[src/rtl/lps_pkg.sv]
package lps_pkg;

   // control word field positions, derived from the channel count
   function automatic int unsigned f_word_w(input int unsigned nch);
      return nch + 4;
   endfunction

   function automatic int unsigned f_ctl_oldis(input int unsigned nch);
      return nch + 1;
   endfunction

   function automatic int unsigned f_ctl_dsel(input int unsigned nch);
      return nch + 2;
   endfunction

   function automatic int unsigned f_ctl_run(input int unsigned nch);
      return nch + 3;
   endfunction

   // status word field positions
   function automatic int unsigned f_st_scd(input int unsigned nch);
      return nch + 1;
   endfunction

   function automatic int unsigned f_st_stby(input int unsigned nch);
      return nch + 2;
   endfunction

   function automatic int unsigned f_st_psf(input int unsigned nch);
      return nch + 3;
   endfunction

   function automatic int unsigned f_max(input int unsigned a, input int unsigned b);
      return (a > b) ? a : b;
   endfunction

   typedef struct packed {
      logic run;
      logic dsel;
      logic ol_dis;
      logic rst_req;
   } lps_ctl_t;

endpackage

[src/rtl/lps_delay_timer.sv]
module lps_delay_timer #(
   parameter int unsigned LIM_MAX = 16,
   localparam int unsigned CNT_W = $clog2(LIM_MAX + 1)
) (
   input  logic             clk,
   input  logic             rst_n,
   input  logic             run,
   input  logic             tick,
   input  logic [CNT_W-1:0] limit,
   output logic             hit,
   output logic             done
);

   logic [CNT_W-1:0] cnt_q;

   if (LIM_MAX < 1) begin : g_chk_lim
      $error("lps_delay_timer: LIM_MAX must be at least 1");
   end

   always_ff @(posedge clk or negedge rst_n) begin
      if (!rst_n) begin
         cnt_q <= '0;
      end else if (!run) begin
         cnt_q <= '0;
      end else if (tick && (cnt_q < limit)) begin
         cnt_q <= cnt_q + CNT_W'(1);
      end
   end

   // hit: this edge counts the tick that reaches the limit
   assign hit  = run && tick && (({1'b0, cnt_q} + (CNT_W + 1)'(1)) >= {1'b0, limit});
   assign done = run && (cnt_q >= limit);

   a_r5_fresh_start: assert property (@(posedge clk) disable iff (!rst_n)
      $rose(run) |-> !done);

   a_r3_cnt_bounded: assert property (@(posedge clk) disable iff (!rst_n)
      cnt_q <= CNT_W'(LIM_MAX));

endmodule

[src/rtl/lps_channel_guard.sv]
module lps_channel_guard #(
   parameter int unsigned LIM_MAX = 16,
   localparam int unsigned CNT_W = $clog2(LIM_MAX + 1)
) (
   input  logic             clk,
   input  logic             rst_n,
   input  logic             cmd_on,
   input  logic             en_ok,
   input  logic             oc,
   input  logic             prewarn,
   input  logic             tick,
   input  logic [CNT_W-1:0] limit,
   input  logic             clr,
   output logic             gate,
   output logic             trip
);

   logic sc_off_q;
   logic run;
   logic t_hit;
   logic t_done;

   assign gate = cmd_on && en_ok && !sc_off_q;
   assign run  = oc && gate;

   lps_delay_timer #(.LIM_MAX(LIM_MAX)) u_timer (
      .clk   (clk),
      .rst_n (rst_n),
      .run   (run),
      .tick  (tick),
      .limit (limit),
      .hit   (t_hit),
      .done  (t_done)
   );

   // prewarning short-cuts the delay; done covers a shortened limit
   assign trip = run && (prewarn || t_hit || t_done);

   always_ff @(posedge clk or negedge rst_n) begin
      if (!rst_n) begin
         sc_off_q <= 1'b0;
      end else if (trip) begin
         sc_off_q <= 1'b1;
      end else if (clr) begin
         sc_off_q <= 1'b0;
      end
   end

   a_r6_latch_holds: assert property (@(posedge clk) disable iff (!rst_n)
      sc_off_q && !clr |=> sc_off_q);

   a_r7_prewarn_trip: assert property (@(posedge clk) disable iff (!rst_n)
      oc && gate && prewarn |=> !gate);

   a_r8_clear_releases: assert property (@(posedge clk) disable iff (!rst_n)
      clr && !trip |=> !sc_off_q);

endmodule

[src/rtl/lps_status_mux.sv]
module lps_status_mux
   import lps_pkg::*;
#(
   parameter int unsigned NCH = 12,
   localparam int unsigned WORD_W = f_word_w(NCH)
) (
   input  logic              tsd_hold,
   input  logic              prewarn,
   input  logic [NCH-1:0]    gate,
   input  logic [NCH-1:0]    cmd,
   input  logic [NCH-1:0]    ol,
   input  logic              ol_en,
   input  logic              scd,
   input  logic              stby,
   input  logic              psf,
   output logic [WORD_W-1:0] word
);

   logic [NCH-1:0] ch_bits;

   for (genvar i = 0; i < NCH; i++) begin : g_ch
      // an off channel under open-load detection reports its load flag
      assign ch_bits[i] = (ol_en && !cmd[i]) ? ol[i] : gate[i];
   end

   always_comb begin
      word                  = '0;
      word[0]               = prewarn;
      word[NCH:1]           = ch_bits;
      word[f_st_scd(NCH)]   = scd;
      word[f_st_stby(NCH)]  = stby;
      word[f_st_psf(NCH)]   = psf;
      if (tsd_hold) begin
         word = '1;
      end
   end

endmodule

[src/rtl/lps_supervisor.sv]
module lps_supervisor
   import lps_pkg::*;
#(
   parameter int unsigned NCH            = 12,
   parameter int unsigned UV_TICKS       = 448,
   parameter int unsigned OV_LONG_TICKS  = 480,
   parameter int unsigned OV_SHORT_TICKS = 112,
   parameter int unsigned SC_LONG_TICKS  = 3200,
   parameter int unsigned SC_SHORT_TICKS = 400,
   localparam int unsigned WORD_W  = f_word_w(NCH),
   localparam int unsigned SUP_MAX = f_max(UV_TICKS, f_max(OV_LONG_TICKS, OV_SHORT_TICKS)),
   localparam int unsigned SC_MAX  = f_max(SC_LONG_TICKS, SC_SHORT_TICKS),
   localparam int unsigned SUP_W   = $clog2(SUP_MAX + 1),
   localparam int unsigned SC_W    = $clog2(SC_MAX + 1)
) (
   input  logic              clk,
   input  logic              rst_n,
   input  logic [WORD_W-1:0] ctrl_word,
   input  logic              commit,
   input  logic              hw_enable,
   input  logic              tick,
   input  logic              uv_flag,
   input  logic              ov_flag,
   input  logic              prewarn,
   input  logic              tshut,
   input  logic [NCH-1:0]    oc_flag,
   input  logic [NCH-1:0]    ol_flag,
   output logic [NCH-1:0]    gate_en,
   output logic [WORD_W-1:0] status_word
);

   if (NCH < 1) begin : g_chk_nch
      $error("lps_supervisor: NCH must be at least 1");
   end
   if (UV_TICKS < 1 || OV_LONG_TICKS < 1 || OV_SHORT_TICKS < 1) begin : g_chk_sup
      $error("lps_supervisor: supply limits must be at least 1");
   end
   if (SC_LONG_TICKS < 1 || SC_SHORT_TICKS < 1) begin : g_chk_sc
      $error("lps_supervisor: short-circuit limits must be at least 1");
   end

   localparam logic [SUP_W-1:0] UV_LIM  = SUP_W'(UV_TICKS);
   localparam logic [SUP_W-1:0] OVL_LIM = SUP_W'(OV_LONG_TICKS);
   localparam logic [SUP_W-1:0] OVS_LIM = SUP_W'(OV_SHORT_TICKS);
   localparam logic [SC_W-1:0]  SCL_LIM = SC_W'(SC_LONG_TICKS);
   localparam logic [SC_W-1:0]  SCS_LIM = SC_W'(SC_SHORT_TICKS);

   lps_ctl_t       ctl;
   logic [NCH-1:0] cmd;
   logic           clr;
   logic           stby;
   logic           supply_bad;
   logic [SUP_W-1:0] sup_lim;
   logic [SC_W-1:0]  sc_lim;
   logic           sup_hit;
   logic           supply_off;
   logic           psf_q;
   logic           tsd_q;
   logic           tsd_hold;
   logic           scd_q;
   logic           en_ok;
   logic [NCH-1:0] trip_vec;

   assign ctl.run     = ctrl_word[f_ctl_run(NCH)];
   assign ctl.dsel    = ctrl_word[f_ctl_dsel(NCH)];
   assign ctl.ol_dis  = ctrl_word[f_ctl_oldis(NCH)];
   assign ctl.rst_req = ctrl_word[0];
   assign cmd         = ctrl_word[NCH:1];

   assign clr  = commit && ctl.rst_req;
   assign stby = !ctl.run || !hw_enable;

   // ---------------- supply supervision ----------------
   assign supply_bad = uv_flag || ov_flag;
   assign sup_lim    = uv_flag ? UV_LIM : (ctl.dsel ? OVL_LIM : OVS_LIM);

   lps_delay_timer #(.LIM_MAX(SUP_MAX)) u_sup_timer (
      .clk   (clk),
      .rst_n (rst_n),
      .run   (supply_bad),
      .tick  (tick),
      .limit (sup_lim),
      .hit   (sup_hit),
      .done  (supply_off)
   );

   always_ff @(posedge clk or negedge rst_n) begin
      if (!rst_n) begin
         psf_q <= 1'b0;
      end else if (sup_hit || supply_off) begin
         psf_q <= 1'b1;
      end else if (clr) begin
         psf_q <= 1'b0;
      end
   end

   // ---------------- thermal shutdown ----------------
   always_ff @(posedge clk or negedge rst_n) begin
      if (!rst_n) begin
         tsd_q <= 1'b0;
      end else if (tshut) begin
         tsd_q <= 1'b1;
      end else if (clr) begin
         tsd_q <= 1'b0;
      end
   end

   assign tsd_hold = tsd_q || tshut;
   assign en_ok    = !stby && !supply_off && !tsd_hold;

   // ---------------- per-channel short-circuit guards ----------------
   assign sc_lim = ctl.dsel ? SCL_LIM : SCS_LIM;

   for (genvar i = 0; i < NCH; i++) begin : g_chan
      lps_channel_guard #(.LIM_MAX(SC_MAX)) u_guard (
         .clk     (clk),
         .rst_n   (rst_n),
         .cmd_on  (cmd[i]),
         .en_ok   (en_ok),
         .oc      (oc_flag[i]),
         .prewarn (prewarn),
         .tick    (tick),
         .limit   (sc_lim),
         .clr     (clr),
         .gate    (gate_en[i]),
         .trip    (trip_vec[i])
      );
   end

   always_ff @(posedge clk or negedge rst_n) begin
      if (!rst_n) begin
         scd_q <= 1'b0;
      end else if (|trip_vec) begin
         scd_q <= 1'b1;
      end else if (clr) begin
         scd_q <= 1'b0;
      end
   end

   // ---------------- status assembly ----------------
   lps_status_mux #(.NCH(NCH)) u_status (
      .tsd_hold (tsd_hold),
      .prewarn  (prewarn),
      .gate     (gate_en),
      .cmd      (cmd),
      .ol       (ol_flag),
      .ol_en    (!ctl.ol_dis),
      .scd      (scd_q),
      .stby     (stby),
      .psf      (psf_q),
      .word     (status_word)
   );

   a_r1_standby_dark: assert property (@(posedge clk) disable iff (!rst_n)
      stby |-> gate_en == '0);

   a_r3_supply_dark: assert property (@(posedge clk) disable iff (!rst_n)
      supply_off |-> (gate_en == '0) && status_word[f_st_psf(NCH)]);

   a_r4_psf_sticky: assert property (@(posedge clk) disable iff (!rst_n)
      psf_q && !clr |=> psf_q);

   a_r8_scd_sticky: assert property (@(posedge clk) disable iff (!rst_n)
      scd_q && !clr |=> scd_q);

   a_r9_shutdown_dark: assert property (@(posedge clk) disable iff (!rst_n)
      tsd_hold |-> (gate_en == '0) && (status_word == '1));

   a_r9_needs_clear: assert property (@(posedge clk) disable iff (!rst_n)
      tsd_q && !commit |=> tsd_q);

endmodule

[config.mk]
export PLATFORM = sky130hd
export DESIGN_NAME = lps_supervisor
export DESIGN_NICKNAME = d
export VERILOG_FILES = /design/src/rtl/lps_pkg.sv /design/src/rtl/lps_delay_timer.sv /design/src/rtl/lps_channel_guard.sv /design/src/rtl/lps_status_mux.sv /design/src/rtl/lps_supervisor.sv
export SDC_FILE = /design/constraint.sdc
export NUM_CORES = 1
export LEC_CHECK = 0
export BUFFER_PORTS_ARGS = -buffer_cell sky130_fd_sc_hd__buf_2
export CAP_MARGIN = 20
export CORE_ASPECT_RATIO = 0.6
export CORE_MARGIN = 5
export CORE_UTILIZATION = 60
export CTS_BUF_LIST = sky130_fd_sc_hd__clkbuf_8
export DETAILED_ROUTE_END_ITERATION = 7
export PLACE_DENSITY = 0.8
export SETUP_SLACK_MARGIN = 0.3
export SLEW_MARGIN = 20
export SYNTH_ARGS = -nofsm -noshare
export SYNTH_HDL_FRONTEND = slang
export SYNTH_SLANG_ARGS = --single-unit
[constraint.sdc]
create_clock -name clk -period 5.2 [get_ports clk]
set_input_delay 0.78 -clock clk [delete_from_list [all_inputs] [get_ports clk]]
set_output_delay 0.78 -clock clk [all_outputs]
set_load 0.05 [all_outputs]
==> run summary, run 1 <==
The tools report the sequential fraction of the synthesis area as 0.317. The commonest cells after synthesis are nor2_1 (205), nand2_1 (174), dfrtp_1 (168). The cell at the root of the clock tree is clkbuf_8. The detail route stage leaves a number of antenna-violating nets equal to 0.

Library cell with the largest summed area after synthesis: dfrtp_1. The tools report the level count of the clock H-tree as 4. The share of the core filled with cells came out at 0.648. The count of yosys warnings during synthesis came out at 0. Part of the cycle the worst path needs: 0.854. The run finished with clean final reports. In this run the worst path has a maximum fanout of 11. The via-per-instance ratio was 6.12. Detailed placement ended at an HPWL of 23500 um. Measured along the y axis, the die boundary spans 125 um. The tools report the via total after detailed routing as 11600.

The run gives 0 as the number of failing hold endpoints at the final stage. Across the VDD grid, the largest voltage drop is 0.180 mV. The worst relative slew slack was 0.339.

The most common cell in the synthesized netlist is nor2_1. The final number of setup-violating endpoints was 0. After floorplanning, the core was divided into 42 placement rows. For the worst setup path, the data required time is 4.42 ns.

The achievable frequency is 225 MHz, and the share of Yosys cell area claimed by the top area cell type is 0.317. The worst reg-to-reg setup slack was 1.10 ns. The tool flagged a number of max-cap violations equal to 0.

Number of global-route vias before repair: 10600. At the end of routability-driven placement, the weighted congestion stood at 0.922. Counting cells, the worst reg-to-reg path comes to 13.

Setup repair after global routing left no endpoint under its margin. The run gives 1793 as the final-layout fill cell count. No sink is reached through more buffers than the 2 on the longest clock path.

The run gives 0 as the max-slew violation count. The count of buffers added on input and output ports is 76. Total detailed-routing wirelength: 33000 um. The total global-route track usage was 0.262. Entering global routing, the biggest net connects 85 pins.

After floorplanning, the core was sized to cover 21900 um2. With fillers left out, the area of the finished cells amounts to 14200 um2. The run gives 76 as the number of different library cells in the post-synthesis netlist. After routing, the total negative slack on setup checks comes to 0 ns. The worst setup path is launched from an input pin. Startpoint of the worst register-to-register path: g_chan[3].u_guard.u_timer.cnt_q[2]. After synthesis, the mean cell area works out to 8.45 um2. The area growth from synthesis to final layout was 7.12%; the insertion delay of the later-clocked pin in the worst-skew pair was 0.50 ns. In this run, CTS created clock tree buffers numbering 17.

The starting density of the core was 0.605; the net count of the mapped netlist was 1747. After the flow finishes, the layout carries non-filler instances totaling 1900. In the final design database the tool counted 1778 nets. The capture instance of the worst register-to-register path is scd_q. Clock skew on the completed layout was measured at 0.0115 ns. Summed over all cells, the static leakage comes to 6.15 nW. The die covers 25300 um2. The number of hold buffers added after CTS was 0. The first global-routing pass estimated 55000 um of wire. For the DRC violation count after routing, the log shows 0. The clock drives 168 sinks.

The I/O pin count was 77. The flip-flop cell with the highest count after synthesis is dfrtp_1. For this block, the initial DRC count from the detailed router was 1118. Once the clock tree was built, the resizer swapped 0 gates to a different size. The synthesized cell area is 13300 um2. The fraction of registers with async set or reset after synthesis is 1.00. In the post-synthesis netlist, the biggest area contributors are dfrtp_1 (32%), ha_1 (12%), xor2_1 (7.7%). After layout, the minimum clock period comes to 4.44 ns. The overflow left after global routing was 0; the slew at the pin closest to its max-slew limit was 0.983 ns. Synthesis produced a netlist whose cell count is 1570. In this run the post-CTS setup repair buffer count came out at 0. The share of cells above drive strength 1 is 0.0849.

TritonCTS built the clock tree. The worst hold path belongs to the class input pin to async pin. The number of search-and-repair iterations in the first detailed-routing pass is 8, and the standard cell area after detailed placement is 13800 um2. The kind of end point of the critical path is an output pin. The number of inserted diodes was 0; the count of flip-flops with a built-in enable after synthesis was 0. The arrival time at the worst endpoint is 3.66 ns.

Synthesis inferred 168 register bits. Including well taps, the total number of placed cells is 1868. The initial antenna violation count came out at 0. The worst setup path is of the input pin to output pin kind. The floorplan step set the die width to 202 um. After detailed routing, the average wire length per cell comes to 17.4 um. In this run the power density over the cells is 186 nW/um2. Clock-pin slew was measured on the worst setup and hold paths at 0.09 ns.
## worst max-delay path by stage
stage	start	endpoint	slack [ns]	depth (start not counted)
3_5_place_dp	ctrl_word[14]	scd_q	0.78	11
2_1_floorplan	ctrl_word[14]	scd_q	0.51	10
5_1_grt	ctrl_word[14]	status_word[1]	0.60	10
6_report	ctrl_word[14]	status_word[1]	0.76	10
3_3_place_gp	ctrl_word[14]	status_word[1]	0.87	10
4_1_cts	ctrl_word[14]	status_word[1]	0.80	10
## routing by layer
metal / share of wire / track usage / vias to the layer above
li1: - / - / 5571
met1: 0.49 / 0.400 / 5578
met2: 0.42 / 0.376 / 422
met3: 0.067 / 0.0515 / 51
met4: 0.020 / 0.0759 / 0
met5: 0 / 0 / -
## stage by stage
stage	power [mW]	setup slack, ns	hold slack (ns)
detailed placement	1.64	0.783	0.468
CTS	2.66	0.798	0.359
global route	2.75	0.601	0.404
global placement	1.63	0.873	0.462
floorplan	1.52	0.514	0.442
finish	2.65	0.760	0.344
## power by group
part	internal [mW]	total (mW)	switching, mW	leakage, nW
Combinational	0.0895	0.274	0.185	3.61
Clock	0.490	1.03	0.544	0.205
Sequential	1.32	1.34	0.0214	2.34
## placed cells by master, fill, tap and decap left out, drive strengths merged, types with 6 or more instances in the layout
cell / n
a211o: 17
a21o: 7
a21oi: 45
a311oi: 7
a31oi: 8
and2: 7
and3: 47
and4: 6
buf: 87
clkbuf: 18
clkinv: 7
dfrtp: 168
ha: 128
inv: 53
mux2i: 8
nand2: 174
nand2b: 22
nand3: 79
nand4: 50
nor2: 205
nor2b: 14
nor3: 30
nor3b: 9
nor4: 16
nor4bb: 7
o2111ai: 9
o211ai: 9
o21a: 15
o21ai: 42
o31ai: 8
or2: 6
or3: 26
xnor2: 88
xor2: 117
## worst max-delay path, stage by stage
cell and delay [ns]:
buf_2 0.13, nor2_1 0.42, ha_1 0.25, nor2b_1 0.05, o21ai_0 0.36, a311o_1 0.58
nand2_1 0.24, nor3b_1 0.43, a211o_1 0.15, buf_2 0.25
## sequential cells by signal, summed over array words and instances, names as in the netlist
signal and count:
g_chan.u_guard.u_timer.cnt_q 144, g_chan.u_guard.sc_off_q 12, u_sup_timer.cnt_q 9, psf_q 1
scd_q 1, tsd_q 1
## cell type report
class	instances	area [um2]	share of cell area
flip-flops and latches	168	4200	0.296
repair buffers	87	482	0.0339
inverters	52	195	0.0137
clock buffers	18	248	0.0174
clock inverters	14	175	0.0123
well taps	286	358	0.0252
multi-input cells	1275	8540	0.601
## cell families (layout without fill, tap and decap cells)
family	after synthesis	in the layout	share of synthesized area
mux	9	9	0.00689
xor+xnor	205	205	0.135
flops	168	168	0.317
fa+ha+maj	128	128	0.121
compound gates	209	209	0.109
buf+inv	127	171	0.0398
simple gates	724	724	0.271
No activity file was read; power rests on OpenSTA's default activity.
==> inputs of run 2 (changes only) <==
Settings changed: GPL_TIMING_DRIVEN set to 0, PLACE_DENSITY 0.8 to 0.79.
==> run 2 against run 1 <==
Compared with the run above: routed wire length fell by 1.0%; cell count rose by 3.4%; fmax fell by 4.7%; design area rose by 2.1%; largest power group unchanged; critical path type unchanged; largest cell class unchanged; worst setup slack got worse by 0.22 ns; clock skew barely moved.
==> run summary, run 2 (same netlist as run 1, synthesis figures left out) <==
Path type of the worst min-delay path: input pin to async pin. The largest registers in the layout are g_chan.u_guard.u_timer.cnt_q: 144 flops, g_chan.u_guard.sc_off_q: 12 flops, u_sup_timer.cnt_q: 9 flops. Measured along the x axis, the die boundary spans 202 um.

The internal portion of total power is 1.87 mW. The switching fraction of total power works out to 0.284. The run gives 784 as the iteration-0 DRC count of the detailed router. The number of antenna diodes in the final layout is 0.

At the worst endpoint, the arrival time is 3.88 ns. The library cells used most frequently in the layout, excluding fill and tap cells, are nor2_1 (205), nand2_1 (174), dfrtp_1 (168). The clock power share was 0.379; the remaining antenna violation count was 0. TritonCTS built the clock tree. The total area inside the core boundary comes to 21900 um2. The smallest clock period supported by the final layout is computed as 4.66 ns.

For the total detailed-routing wirelength, the log shows 32700 um. The maximum clock skew at final layout was 0.0110 ns; the number of CTS-inserted buffers was 17. The via-per-instance ratio is 5.93, and the number of sinks driven by the clock tree is 168. The tools report the part of the total power dissipated in combinational logic as 0.107. The register with the most flip-flops in the layout has 144 of them. Dividing total power by cell area gives a power density of 180 nW/um2. STA classifies the critical path endpoint as an output pin. Static timing analysis puts the maximum clock frequency at 215 MHz. In the final routed layout, each cell accounts on average for 16.6 um. The tools report the routability congestion estimate as 0.943. The number of global-route vias before repair came out at 10900.

The worst setup path is of the input pin to output pin kind. The worst relative slew slack came out at 0.364. Setup repair after global routing left no endpoint under its margin. Starting density of the core: 0.605. The part of the cycle the worst path needs came out at 0.896. The number of buffer cells added on primary ports was 74; the net switching power of the design was 741 uW. The tools report the DRC violation count after routing as 0. Post-CTS timing repair inserted 0 buffers for setup. The worst voltage drop across the vdd grid is 0.167 mV, and the pin count of the biggest net entering global routing is 67.

The I/O pin count is 77. The leading cell type in the layout, fill and taps excluded is nor2_1. The register clock-pin slew on the reported worst setup and hold paths was 0.09 ns; the level count of the clock H-tree was 4. The first TritonRoute pass finished after 5 iterations. At the end of the flow, the number of nets in the layout was 1843. The area growth from synthesis to final layout is 9.40%, and the maximum number of buffers from clock root to sink is 2.

Along the worst path, the maximum fanout reaches 28. The total global-route track usage is 0.263, and the max-slew violation count is 0. The tools report the initial antenna violation count as 0.

For this block, the via count after detailed routing is 11700. The first-pass GRT wire length was 55200 um. The cell row count was 42; the number of hold buffers added after CTS was 0.

The largest register by flop count is g_chan.u_guard.u_timer.cnt_q. Number of failing hold endpoints at the final stage: 0. The die covers 25300 um2.

Hold is met by 0.150 ns. Share of the core filled with cells: 0.662. Across the run, the number of max-cap violations was 0. The run gives 6.27 nW as the total leakage power.

The run finished with clean final reports. The cell at the root of the clock tree was clkbuf_8. The clock reaches the later pin of the worst-skew pair after 0.50 ns. The logs give 0 for the final number of setup-violating endpoints and 0.513 for the share of power burned in registers. The worst setup path is launched from an input pin.

The logs give 24200 um for the placed wire-length estimate after detailed placement and 0 for the overflow left after global routing. Chip height: 125 um. The share of cells above drive strength 1 works out to 0.0858. At the pin with the least slew margin, the transition time is 0.946 ns. STA puts the critical path data required time at 4.42 ns.
-- run 2: final timing paths --
path | start | to | slack, ns | depth (start not counted)
worst min register to register | psf_q | psf_q | 0.49 | 2
worst max register to register | g_chan[3].u_guard.u_timer.cnt_q[3] | scd_q | 0.81 | 14
min in group clk | psf_q | psf_q | 0.49 | 2
max in group asynchronous | rst_n | g_chan[5].u_guard.u_timer.cnt_q[4] | 4.05 | 3
worst min-delay path | rst_n | g_chan[1].u_guard.u_timer.cnt_q[9] | 0.15 | 1
worst max-delay path | ctrl_word[14] | gate_en[6] | 0.54 | 11
-- run 2: power groups by stage --
stage               Sequential [mW]  Combinational (mW)  Clock [mW]
floorplan                      1.36               0.160           0
global placement               1.36               0.262           0
detailed placement             1.36               0.279           0
CTS                            1.34               0.280        1.01
global route                   1.34               0.311        1.07
finish                         1.34               0.280       0.990
-- run 2: cell type report --
| type | count | area [um2] |
|---|---|---|
| inverter | 52 | 198 |
| buffer | 75 | 333 |
| multi-input combinational | 1275 | 8540 |
| clock inverter | 13 | 146 |
| sequential | 168 | 4200 |
| clock buffer | 19 | 262 |
| timing repair buffer | 77 | 465 |
| fill | 1816 | 7410 |
| tap | 286 | 358 |
-- run 2: worst max-delay path: stages --
cell and delay [ns]:
buf_4 0.27, nor2_1 0.50, ha_1 0.26, nor2b_1 0.04
o21ai_0 0.36, a311o_1 0.28, buf_2 0.29, nand2_1 0.24
nor3b_1 0.41, buf_4 0.17, buf_2 0.25
-- run 2: timing repair --
| action | CTS | global route |
|---|---|---|
| hold endpoints to repair | 0 | 0 |
| setup endpoints to repair | 1 | 0 |
| resized for setup | 1 | 0 |
-- run 2: stage by stage --
step | cell area [um2] | total power, mW | setup slack [ns] | instances | TNS, ns
2_1_floorplan | 13300 | 1.52 | 0.514 | 1570 | 0
3_3_place_gp | 14000 | 1.63 | -1.38 | 1930 | -26.28
3_5_place_dp | 14100 | 1.64 | 0.0834 | 1933 | 0
4_1_cts | 14500 | 2.63 | 0.558 | 1965 | 0
5_1_grt | 14500 | 2.73 | 0.343 | 1965 | 0
6_report | 14500 | 2.61 | 0.542 | 1965 | 0
-- run 2: layer usage --
| metal | share of wire | vias to the layer above | track usage |
|---|---|---|---|
| met5 | 0 | - | 0 |
| met4 | 0.021 | 0 | 0.0807 |
| met3 | 0.077 | 43 | 0.0590 |
| met2 | 0.42 | 381 | 0.382 |
| met1 | 0.48 | 5519 | 0.393 |
| li1 | - | 5707 | - |
==> inputs of run 3 (changes only) <==
Settings changed: CTS_BUF_LIST sky130_fd_sc_hd__clkbuf_8 to sky130_fd_sc_hd__clkbuf_4 sky130_fd_sc_hd__clkbuf_8.
==> run 3 against run 2 <==
Compared with the run above: cell count stayed put; flip-flop and latch count stayed put; die area is the same; first-iteration DRC count shrank 0.13%; worst setup slack better by 0.016 ns; critical path depth unchanged; clock-buffer cell count up 1; utilization about the same; non-clock buffer count did not move; register-to-register slack about the same; clock skew about the same; critical path type unchanged.
==> run summary, run 3 (same netlist as run 1, synthesis figures left out) <==
STA classifies the critical path startpoint as an input pin. For this run, the post-layout net count is 1843. In this run the worst path has a maximum fanout of 28. The starting density of the core was 0.605. In this run the critical register-to-register path is launched from g_chan[3].u_guard.u_timer.cnt_q[3]. Kind of end point of the critical path: an output pin. The capture instance of the worst register-to-register path was scd_q.

The max-slew violation count was 0; the part of the cycle the worst path needs was 0.893. The die covers 25300 um2. In the routed layout, each cell is associated on average with a via count of 5.94. Buffers placed on the I/O ports in this run total 74. The number of placed instances, taps included, is 1933. The chip height is 125 um. Achievable frequency: 215 MHz. The number of failing hold endpoints at the final stage is 0, and the total of max-cap violations is 0.

Slew at the pin closest to its max-slew limit: 0.951 ns. The number of clock buffers added by TritonCTS is 17. Across the routed clock network, the largest skew measured is 0.0112 ns.

The logs give 14500 um2 for the design area and 11700 for the via total after detailed routing. The signal on the critical path passes through buf_4, nor2_1, ha_1, nor2b_1, o21ai_0, a311o_1, buf_2, nand2_1, nor3b_1, buf_4, buf_2. The cell row count is 42. The number of global-route vias before repair was 10900. The initial antenna violation count was 0; the overflow left after global routing was 0. CTS built an H-tree with a depth of 4. In this run the horizontal extent of the chip is 202 um. Summing internal, switching and leakage power gives 2.62 mW.

The run gives 0.943 as the routability congestion estimate. The insertion delay of the later-clocked pin in the worst-skew pair was 0.50 ns; the number of inserted diodes was 0. The tools report the pin count of the biggest net entering global routing as 67.

In the final layout, the registers with the most flip-flops are g_chan.u_guard.u_timer.cnt_q: 144 flops, g_chan.u_guard.sc_off_q: 12 flops, u_sup_timer.cnt_q: 9 flops. The library cells used most frequently in the layout, excluding fill and tap cells, are nor2_1 (205), nand2_1 (174), dfrtp_1 (168). IR analysis of the VDD net gives a maximum drop of 0.166 mV.

The run finished with clean final reports. TritonCTS built the clock tree. Standard cell area after detailed placement: 14100 um2. For this design the static power due to leakage is 6.27 nW. The time the worst path needs with I/O delays and setup was 4.64 ns. Setup repair after global routing left no endpoint under its margin.

The count of cells in the finished layout, fillers not included, comes to 1965. The run gives 0.558 ns as the worst setup slack after layout. The register with the most flip-flops in the layout has 144 of them. Worst relative slew slack: 0.361.

Before antenna repair, the detailed router went through 5 iterations. Setup violations remaining at the end of the flow were counted as 0. The worst reg-to-reg setup slack is 0.81 ns.

Dividing total power by cell area gives a power density of 180 nW/um2. Once detail routing completed, the nets flagged for antenna violations numbered 0. Relative to the synthesized area, the layout overhead comes to 9.43%.

The share of the core filled with cells is 0.662, and the first-pass GRT wire length is 55200 um. At the placement stage, the worst setup path has a slack of 0.0834 ns. Summed over all layers, the routed wires come to 32700 um.

The slowest stage of the critical path belongs to the cell nor2_1. The number of hold buffers added after CTS was 0; the path depth of the worst reg2reg path was 14. The share of cells above drive strength 1 was 0.0864. The root buffer cell chosen for the clock tree is clkbuf_8.

The tools report the iteration-0 DRC count of the detailed router as 783. On the worst path, the slowest cell contributes a delay of 0.49 ns. The region available for standard cell placement spans 21900 um2. The run gives 4.42 ns as the required time at the endpoint of the critical path. The path type of the worst min-delay path is input pin to async pin. After clock tree synthesis, the clock-pin slew on the worst setup and hold paths is 0.10 ns. The logs give 0.263 for the total global-route track usage and 168 for the number of sinks driven by the clock tree.

The final worst hold slack was 0.149 ns; the average detailed-routed wire length per instance was 16.6 um. For the final routed database, the setup TNS stands at 0 ns. The startpoint-to-endpoint class of the critical path was input pin to output pin. g_chan.u_guard.u_timer.cnt_q holds more flip-flops than any other register. The I/O pin count came out at 77. After legalization and detailed placement, the total HPWL measured 24200 um.

Leaving out fill and tap cells, the most frequent cell in the layout is nor2_1. Arrival time at the worst endpoint: 3.86 ns. The longest clock path from root to sink contains 2 buffers. After detailed routing, the number of remaining DRC violations is 0.
## run 3: changes by cell type in the layout (fill, tap and decap cells not counted)
cell      change
inv_1         -1
clkbuf_4      +1
## run 3: worst max path at each step
stage / start / endpoint / slack, ns / depth (start not counted)
floorplan: ctrl_word[14] / scd_q / 0.51 / 10
global placement: ctrl_word[14] / scd_q / -1.38 / 11
detailed placement: ctrl_word[14] / scd_q / 0.08 / 12
CTS: ctrl_word[14] / gate_en[6] / 0.56 / 11
global route: ctrl_word[14] / gate_en[6] / 0.34 / 11
finish: ctrl_word[14] / gate_en[6] / 0.56 / 11
## run 3: layout make-up
type                       count  area [um2]
fill                        1814        7400
timing repair buffer          77         465
multi-input combinational   1275        8540
sequential                   168        4200
clock inverter                12         143
inverter                      52         198
tap                          286         358
buffer                        75         333
clock buffer                  20         269
## run 3: metal layers
layer  track usage  part of all wire  vias up
met5             0                 0        -
met4        0.0807             0.022        0
met3        0.0590             0.075       43
met2         0.382              0.42      379
met1         0.393              0.48     5534
li1              -                 -     5708
## run 3: what timing repair did
action	in CTS	in global routing
gates resized for setup	1	0
setup endpoints to repair	1	0
setup buffers	0	0
## run 3: critical path: cells and delay by family
kind	cells	cell delay (ns)
compound gates	2	0.64
fa+ha+maj	1	0.25
buf+inv	4	0.98
simple gates	4	1.17
## run 3: power breakdown
part           total [mW]  internal (mW)  switching, mW
Combinational       0.280         0.0946          0.185
Sequential           1.34           1.32         0.0217
Clock               0.997          0.463          0.534
